===== src/rtl/irq_lock_ctrl.sv =====
module irq_lock_ctrl #(
  parameter int NSRC = 26,
  parameter logic [NSRC-1:0] LEVEL_SRC = {{(NSRC-10){1'b0}}, 1'b1, 9'b0}
) (
  input  logic            clk,
  input  logic            rst_n,
  input  logic [NSRC-1:0] src_i,
  input  logic [1:0]      sel_i,
  input  logic            rd_i,
  input  logic            wr_i,
  input  logic [NSRC-1:0] wdata_i,
  output logic [NSRC-1:0] rdata_o,
  output logic            irq_o
);
  localparam logic [1:0] SEL_PEND = 2'd0;
  localparam logic [1:0] SEL_MASK = 2'd1;
  localparam logic [1:0] SEL_LOCK = 2'd2;
  localparam logic [1:0] SEL_NONE = 2'd3;

  logic [NSRC-1:0] src_q, pend, mask, set_v, edge_v;
  logic            gie;
  logic            pend_wr, mask_wr, lock_take, lock_give;

  assign pend_wr   = wr_i && (sel_i == SEL_PEND);
  assign mask_wr   = wr_i && (sel_i == SEL_MASK);
  assign lock_take = rd_i && (sel_i == SEL_LOCK);
  assign lock_give = wr_i && (sel_i == SEL_LOCK) && wdata_i[0];

  assign edge_v = src_i & ~src_q & ~LEVEL_SRC;
  assign set_v  = edge_v | (src_i & LEVEL_SRC);

  always_ff @(posedge clk or negedge rst_n) begin
    if (!rst_n) begin
      src_q <= '0;
      pend  <= '0;
      mask  <= '0;
      gie   <= 1'b1;
    end else begin
      src_q <= src_i;
      pend  <= (pend_wr ? (pend & wdata_i) : pend) | set_v;
      if (mask_wr)        mask <= wdata_i;
      if (lock_give)      gie  <= 1'b1;
      else if (lock_take) gie  <= 1'b0;
    end
  end

  always_comb begin
    rdata_o = '0;
    if (rd_i) begin
      case (sel_i)
        SEL_PEND: rdata_o = pend;
        SEL_MASK: rdata_o = mask;
        SEL_LOCK: rdata_o[0] = gie;
        default:  rdata_o = '0;
      endcase
    end
  end

  assign irq_o = gie & (|(pend & mask));

  AST_TAKE_CLEARS: assert property (@(posedge clk) disable iff (!rst_n)
    (lock_take && !lock_give) |=> !gie);
  AST_GIVE_SETS: assert property (@(posedge clk) disable iff (!rst_n)
    lock_give |=> gie);
  AST_ZERO_WRITE_KEEPS: assert property (@(posedge clk) disable iff (!rst_n)
    (wr_i && sel_i == SEL_LOCK && !wdata_i[0] && !rd_i) |=> gie == $past(gie));
  AST_EDGE_LATCHED: assert property (@(posedge clk) disable iff (!rst_n)
    1'b1 |=> ((pend & $past(edge_v)) == $past(edge_v)));
  AST_PEND_KEPT: assert property (@(posedge clk) disable iff (!rst_n)
    1'b1 |=> ((pend & $past(pend & (pend_wr ? wdata_i : '1)))
              == $past(pend & (pend_wr ? wdata_i : '1))));
  AST_MASK_LOAD: assert property (@(posedge clk) disable iff (!rst_n)
    mask_wr |=> mask == $past(wdata_i));
  AST_SEL3_INERT: assert property (@(posedge clk) disable iff (!rst_n)
    (wr_i && !rd_i && sel_i == SEL_NONE) |=> ($stable(mask) && $stable(gie)));
endmodule


===== config.mk =====
export PLATFORM = sky130hd
export DESIGN_NAME = irq_lock_ctrl
export DESIGN_NICKNAME = d
export VERILOG_FILES = /design/src/rtl/irq_lock_ctrl.sv
export SDC_FILE = /design/constraint.sdc
export NUM_CORES = 1
export LEC_CHECK = 0
export BUFFER_PORTS_ARGS = -buffer_cell sky130_fd_sc_hd__buf_2
export CAP_MARGIN = 15
export CORE_MARGIN = 2
export CORE_UTILIZATION = 56
export CTS_BUF_LIST = sky130_fd_sc_hd__clkbuf_16
export DETAILED_ROUTE_END_ITERATION = 10
export GPL_TIMING_DRIVEN = 0
export PLACE_DENSITY = 0.95
export SYNTH_ARGS = -nofsm -noshare
export SYNTH_HDL_FRONTEND = slang
export SYNTH_SLANG_ARGS = --single-unit

===== constraint.sdc =====
create_clock -name clk -period 2.8 [get_ports clk]
set_clock_uncertainty 0.15 [all_clocks]
set_input_delay 0.56 -clock clk [delete_from_list [all_inputs] [get_ports clk]]
set_output_delay 0.56 -clock clk [all_outputs]
set_load 0.1 [all_outputs]

==> metrics.csv, run 1 <==
stage,metric,value,unit
outcome,status,"complete, no violations",
cts,Worst-path clk slew,0.06,ns
detailed_routing,mean routed wirelength per cell,16.7,microns
critical_path,Critical R2R Launch,mask[18],
logic_synthesis,cell area after synthesis,0.00328,sq mm
critical_path,slowest CP cell,dfrtp_1,
global_routing,largest net degree at the start of global routing,78,
critical_path,FF-to-FF path depth,1,
floorplanning,Die ar.,0.00649,sq mm
pwr,combinational power share,0.202,
sta,"Hold Vio Cnt, Final",0,
sta,Final min period,2.72,ns
placed_design,# port buffers,84,
cts,later-pin clock latency in the skew report,0.33,ns
detailed_routing,Post-Route WL,7410,microns
cts,Num CTS Buffers,9,
final_layout,synth-to-layout area growth,26.2,%
global_routing,initial antenna violation count,0,
final_layout,Finished Cell Area,0.00414,sq mm
final_layout,fin nets,424,
floorplanning,CORE AREA,0.00557,sq mm
pwr,Pwr Total,3070,uW
critical_path,Setup crit end kind,output pin,
global_routing,grt ovf,0,
critical_path,worst endpoint required time,2.09,ns
logic_synthesis,Syn Inst Count,269,
sta,RSZ-0062 raised after global routing,no,
floorplanning,Row Count,27,
pwr,VDD IR max,0.000568,V
cts,clk sinks,78,
critical_path,Critical Path Fanout Max,3,
min_path,beginning of the worst hold path,src_i[10],
critical_path,Worst Setup Start Kind,register,
pwr,clock share of power,0.357,
logic_synthesis,Yosys cell types,28,
pwr,P_sw,932,uW
floorplanning,Starting Density,0.589,
global_routing,vias in the first global route,2342,
pwr,Int Pwr,2140,uW
cts,Max clock buf depth,2,
logic_synthesis,average cell area after synthesis,12.2,sq um
sta,Slew @ Worst Pin,0.491,ns
sta,Slew headroom,0.675,
global_routing,Tot GR Track Use,0.242,
logic_synthesis,Synthesis Warnings,0,
logic_synthesis,syn_nets,327,
critical_path,critical path class,reg -> out,
sta,"Slew Viols, Final",0,
detailed_routing,DR DRC count,0,
placed_design,hpwl dp,5110,microns
logic_synthesis,post-synthesis sequential area ratio,0.595,
min_path,Worst Hold Class,in -> reg,
critical_path,crit-path max cell delay,0.41,ns
placed_design,Placed Area,0.00384,sq mm
detailed_routing,Detail Route Antenna Nets,0,
final_layout,layout cell share with drive strength beyond 1,0.418,
detailed_routing,vias post-DR,2370,
detailed_routing,Iteration-0 DRC Markers,150,
pwr,Sw Share,0.303,
pwr,sequential power share,0.441,
pwr,P_leak,0.00204,uW
global_routing,first-pass GRT wire length,11400,microns
min_path,WHS Path Cells,1,
floorplanning,Ports,85,
logic_synthesis,synthesis-stage register bit count,78,
floorplanning,die width,80.6,microns
critical_path,RR Endpoint,mask[18],
final_layout,Antenna diodes,0,
detailed_routing,vias per inst,5.35,
cts,Root Driver,clkbuf_16,
min_path,hold worst-path end,src_q[10],
pwr,Pwr per Cell Area,741,mW/mm^2
flow_run,max_cap viols,0,
floorplanning,DIE HEIGHT,80.6,microns
sta,final period utilization,0.973,
cts,CTS H-tree depth,3,
sta,f_max,0.367,GHz
placed_design,Routability Congestion,0.765,
critical_path,"Cell Chain, Critical Path",a22o_1 -> a221oi_1 -> nand4_1 -> o31a_1 -> buf_2,
critical_path,R2R setup slack,1.83,ns
detailed_routing,DR pass1 iterations,4,
sta,Finish-stage setup viols,0,
critical_path,worst endpoint data arrival time,2.01,ns
cts,CTS tree,done,
## metrics by stage
step                       util  setup slack [ns]  instances  hold slack (ns)  TNS [ns]
final                     0.743            0.0769        443            0.199         0
after global placement    0.684           -0.0138        425            0.244   -0.0371
after global routing      0.743            0.0272        443            0.193         0
after detailed placement  0.690          -0.00231        426            0.209  -0.00231
after floorplan               -            -0.275        269            0.114     -3.39
after CTS                 0.742           0.00190        443            0.195         0
## sequential cells by signal (all words and copies together), names as in the netlist
| register | count |
|---|---|
| mask | 26 |
| pend | 26 |
| src_q | 25 |
| gie | 1 |
## power by group through the flow
stage | Sequential, uW | Combinational (uW) | Clock, uW
3_5_place_dp | 1370 | 617 | 0
6_report | 1350 | 621 | 1100
4_1_cts | 1350 | 623 | 1110
2_1_floorplan | 1340 | 465 | 0
5_1_grt | 1370 | 660 | 1150
3_3_place_gp | 1360 | 595 | 0
## cells in the final DEF (no fill, tap or decap), types with 2 or more instances in the layout
master,Yosys,final
mux2_2,23,23
clkbuf_16,0,9
a22o_1,2,2
clkinv_1,0,2
dfrtp_1,77,77
clkbuf_2,0,2
nand2_1,2,2
a22oi_1,9,9
buf_4,1,2
nand2b_1,2,2
o21ai_2,13,13
nand4_1,2,2
buf_2,4,87
o21ai_1,27,27
mux2_1,3,3
nor2_2,0,8
clkinv_2,0,3
o21ai_0,12,12
buf_8,2,2
inv_1,25,26
mux2i_1,26,26
nor2_1,25,17
## worst max path at each step
stage / cells past startpoint / slack [ns] / start / end
after floorplan: 4 / -0.28 / sel_i[0] / rdata_o[14]
after global placement: 6 / -0.01 / sel_i[1] / rdata_o[9]
after detailed placement: 6 / -0.002 / sel_i[1] / rdata_o[9]
after CTS: 5 / 0.002 / pend[17] / irq_o
after global routing: 5 / 0.03 / pend[17] / irq_o
final: 5 / 0.08 / pend[21] / irq_o
## layout make-up
class,count,area [sq um]
plain buffers,11,82.6
inverters,25,93.8
clock buffers,9,225
well taps,72,90.1
flip-flops and latches,78,1950
clock inverters,7,56.3
fillers,391,1430
multi-input cells,155,1180
repair buffers,86,460
## timing repair
| item | CTS | global route |
|---|---|---|
| hold endpoints to repair | 1 | 0 |
| setup endpoints to repair | 5 | 1 |
| hold buffers | 1 | 0 |
| resized for setup | 2 | 1 |
| buffers inserted | 0 | 0 |
## synthesized netlist by cell type
library cell / count / area share
nand2b_1: 2 / 0.0038
mux2_2: 23 / 0.079
and2_1: 1 / 0.0019
a22o_1: 2 / 0.0053
dfrtp_1: 77 / 0.59
buf_2: 4 / 0.0061
or3b_1: 1 / 0.0027
a22oi_1: 9 / 0.021
o21ai_0: 12 / 0.018
nand3_1: 1 / 0.0015
nand3b_4: 1 / 0.0061
inv_1: 25 / 0.029
clkbuf_1: 3 / 0.0034
o21ai_1: 27 / 0.041
mux2i_1: 26 / 0.079
dfstp_2: 1 / 0.0080
nand2_1: 2 / 0.0023
buf_6: 1 / 0.0034
nor2b_1: 1 / 0.0019
o31a_1: 1 / 0.0027
o21ai_2: 13 / 0.035
nor2_1: 25 / 0.029
a221oi_1: 2 / 0.0053
buf_8: 2 / 0.0091
nand4_1: 2 / 0.0038
mux2_1: 3 / 0.010
a32o_1: 1 / 0.0030
buf_4: 1 / 0.0023
## per-layer routing
layer	track usage	vias up	share of wire
li1	-	1134	-
met1	0.305	1162	0.43
met2	0.419	67	0.52
met3	0.0393	7	0.040
met4	0.0898	0	0.0093
met5	0	-	0
## worst max-delay path, delay by kind of cell (launching register included)
| kind | cells | cell delay (ns) |
|---|---|---|
| DFF | 1 | 0.41 |
| and+or+nand+nor | 1 | 0.13 |
| AOI/OAI and AO/OA | 3 | 0.86 |
| buffers and inverters | 1 | 0.29 |
## cells by family (layout without fill, tap and decap cells)
group / Yosys count / in the layout / share of synthesized area
flops: 78 / 78 / 0.595
compound gates: 67 / 67 / 0.131
mux: 52 / 52 / 0.168
simple gates: 36 / 36 / 0.0526
buf+inv: 36 / 138 / 0.0530
Note: power is estimated with default switching activity, not from simulation.
==> run 2, diff against run 1 <==
- clock period: 2.8 -> 3.3 ns (I/O delays scaled with it)
==> metrics.csv, run 2 (synthesized netlist as in run 1, its figures left out) <==
stage,metric,value,unit,change
placed_design,Place WS,0.375,ns,+0.377 ns
final_layout,register area,0.00195,sq mm,unchanged
cts,later-pin clock latency in the skew report,0.32,ns,about the same
sta,post-route setup slack,0.370,ns,+0.293 ns
final_layout,largest registers,"mask x26, pend x26, src_q x25",,
cts,Post-CTS Setup Bufs,0,,unchanged
critical_path,Setup crit end kind,output pin,,
final_layout,synth-to-layout area growth,25.8,%,
critical_path,FF-to-FF path depth,1,,unchanged
floorplanning,Die ar.,0.00649,sq mm,unchanged
cts,Worst-path clk slew,0.05,ns,about the same
cts,Max clock buf depth,2,,unchanged
global_routing,Tot GR Track Use,0.252,,+0.0104
final_layout,"most common cell after layout, fill and taps aside",buf_2,,
detailed_routing,Post-Route WL,7490,microns,+1.0%
critical_path,crit-path max cell delay,0.51,ns,+0.10 ns
detailed_routing,vias post-DR,2388,,+0.76%
final_layout,Antenna diodes,0,,unchanged
placed_design,hpwl dp,5070,microns,-0.84%
floorplanning,Ports,85,,unchanged
final_layout,most frequent cells in the layout,"buf_2 (87), dfrtp_1 (77), inv_1 (27), o21ai_1 (27), mux2i_1 (26)",,
final_layout,multi-input logic area,0.00116,sq mm,-2.2%
floorplanning,die width,80.6,microns,unchanged
detailed_routing,Iteration-0 DRC Markers,94,,-37%
critical_path,slowest CP cell,clkbuf_1,,
global_routing,vias in the first global route,2381,,+1.7%
pwr,P_leak,0.00205,uW,+0.22%
min_path,Worst Hold Class,in -> async,,
detailed_routing,DR pass1 iterations,4,,unchanged
critical_path,worst endpoint required time,2.49,ns,+0.40 ns
critical_path,critical path class,in -> out,,
final_layout,post-layout util,0.741,,-0.00247
floorplanning,CORE AREA,0.00557,sq mm,unchanged
critical_path,Worst Setup Start Kind,input port,,
sta,Finish-stage setup viols,0,,unchanged
placed_design,Routability Congestion,0.783,,+2.3%
detailed_routing,vias per inst,5.40,,+0.99%
sta,RSZ-0062 raised after global routing,no,,
cts,CTS H-tree depth,3,,unchanged
critical_path,Critical Path Fanout Max,10,,+7
sta,final period utilization,0.888,,
sta,Slew @ Worst Pin,0.601,ns,+0.110 ns
sta,"Hold Vio Cnt, Final",0,,unchanged
global_routing,initial antenna violation count,0,,unchanged
placed_design,# port buffers,84,,unchanged
floorplanning,Starting Density,0.589,,unchanged
final_layout,fin nets,423,,-0.24%
cts,CTS tree,done,,
global_routing,grt ovf,0,,unchanged
detailed_routing,Detail Route Antenna Nets,0,,unchanged
flow_run,max_cap viols,0,,unchanged
sta,Hold WS,0.0764,ns,-0.123 ns
sta,"Slew Viols, Final",0,,unchanged
detailed_routing,DR DRC count,0,,unchanged
pwr,Pwr Total,2680,uW,-13%
floorplanning,Row Count,27,,unchanged
sta,f_max,0.341,GHz,
sta,Final min period,2.93,ns,
cts,CTS resizes,0,,-2
detailed_routing,mean routed wirelength per cell,16.9,microns,+1.3%
cts,hold buffer count at cts,0,,-1
pwr,VDD IR max,0.000382,V,-33%
pwr,Pwr per Cell Area,649,mW/mm^2,-12%
floorplanning,DIE HEIGHT,80.6,microns,unchanged
global_routing,largest net degree at the start of global routing,58,,-26%
critical_path,"Largest delay share family, worst path",buffers and inverters,,
global_routing,first-pass GRT wire length,11800,microns,+4.1%
critical_path,Crit path depth,6,,+1
cts,Root Driver,clkbuf_16,,
cts,clk sinks,78,,unchanged
critical_path,worst endpoint data arrival time,2.12,ns,+0.11 ns
sta,Fin Setup TNS,0,ns,unchanged
critical_path,"Cell Chain, Critical Path",buf_2 -> nand2b_1 -> clkbuf_1 -> clkbuf_1 -> nor2_1 -> buf_2,,
cts,Num CTS Buffers,9,,unchanged
final_layout,layout cell share with drive strength beyond 1,0.389,,-0.0286
critical_path,Crit path buffers/inverters,4,,+3
outcome,status,"complete, no violations",,
final_layout,number of fill cells,395,,+1.0%
sta,Slew headroom,0.599,,-0.0755
-- run 2: changes by cell type in the layout (fill, tap and decap cells not counted), moves of 2 or more --
cell	delta
clkbuf_1	+2
nor2_1	+8
nor2_2	-8
clkbuf_2	-2
-- run 2: metal layers --
layer  up-vias  track usage  wire [microns]
met5         -            0               0
met4         0       0.0932              97
met3        13       0.0416             391
met2        79        0.433            3820
met1      1166        0.322            3180
li1       1130            -               -
-- run 2: area by class of cell --
| class | count | area share |
|---|---|---|
| clock inverters | 7 | 0.0197 |
| clock buffers | 9 | 0.0545 |
| plain buffers | 11 | 0.0194 |
| repair buffers | 85 | 0.109 |
| multi-input cells | 155 | 0.280 |
| flip-flops and latches | 78 | 0.473 |
| well taps | 72 | 0.0218 |
| inverters | 25 | 0.0227 |
-- run 2: where the power goes --
group	switching [uW]	internal, uW	total [uW]
clock	359	651	1010
sequential	82.3	1070	1150
combinational	349	174	522
total	790	1890	2680
-- run 2: path summary, 6_finish.rpt --
path,slack (ns),from,endpoint
min,0.08,rst_n,src_q[7]
max in group asynchronous,2.31,rst_n,gie
min in group clk,0.25,src_q[6],pend[6]
max,0.37,sel_i[1],rdata_o[23]
min reg2reg,0.25,src_q[6],pend[6]
max reg2reg,2.32,mask[18],mask[18]
-- run 2: stage by stage --
step                std cells  instance area (sq um)
finish                    442                   4130
global route              442                   4130
CTS                       442                   4130
detailed placement        426                   3820
global placement          425                   3790
floorplan                 269                   3280
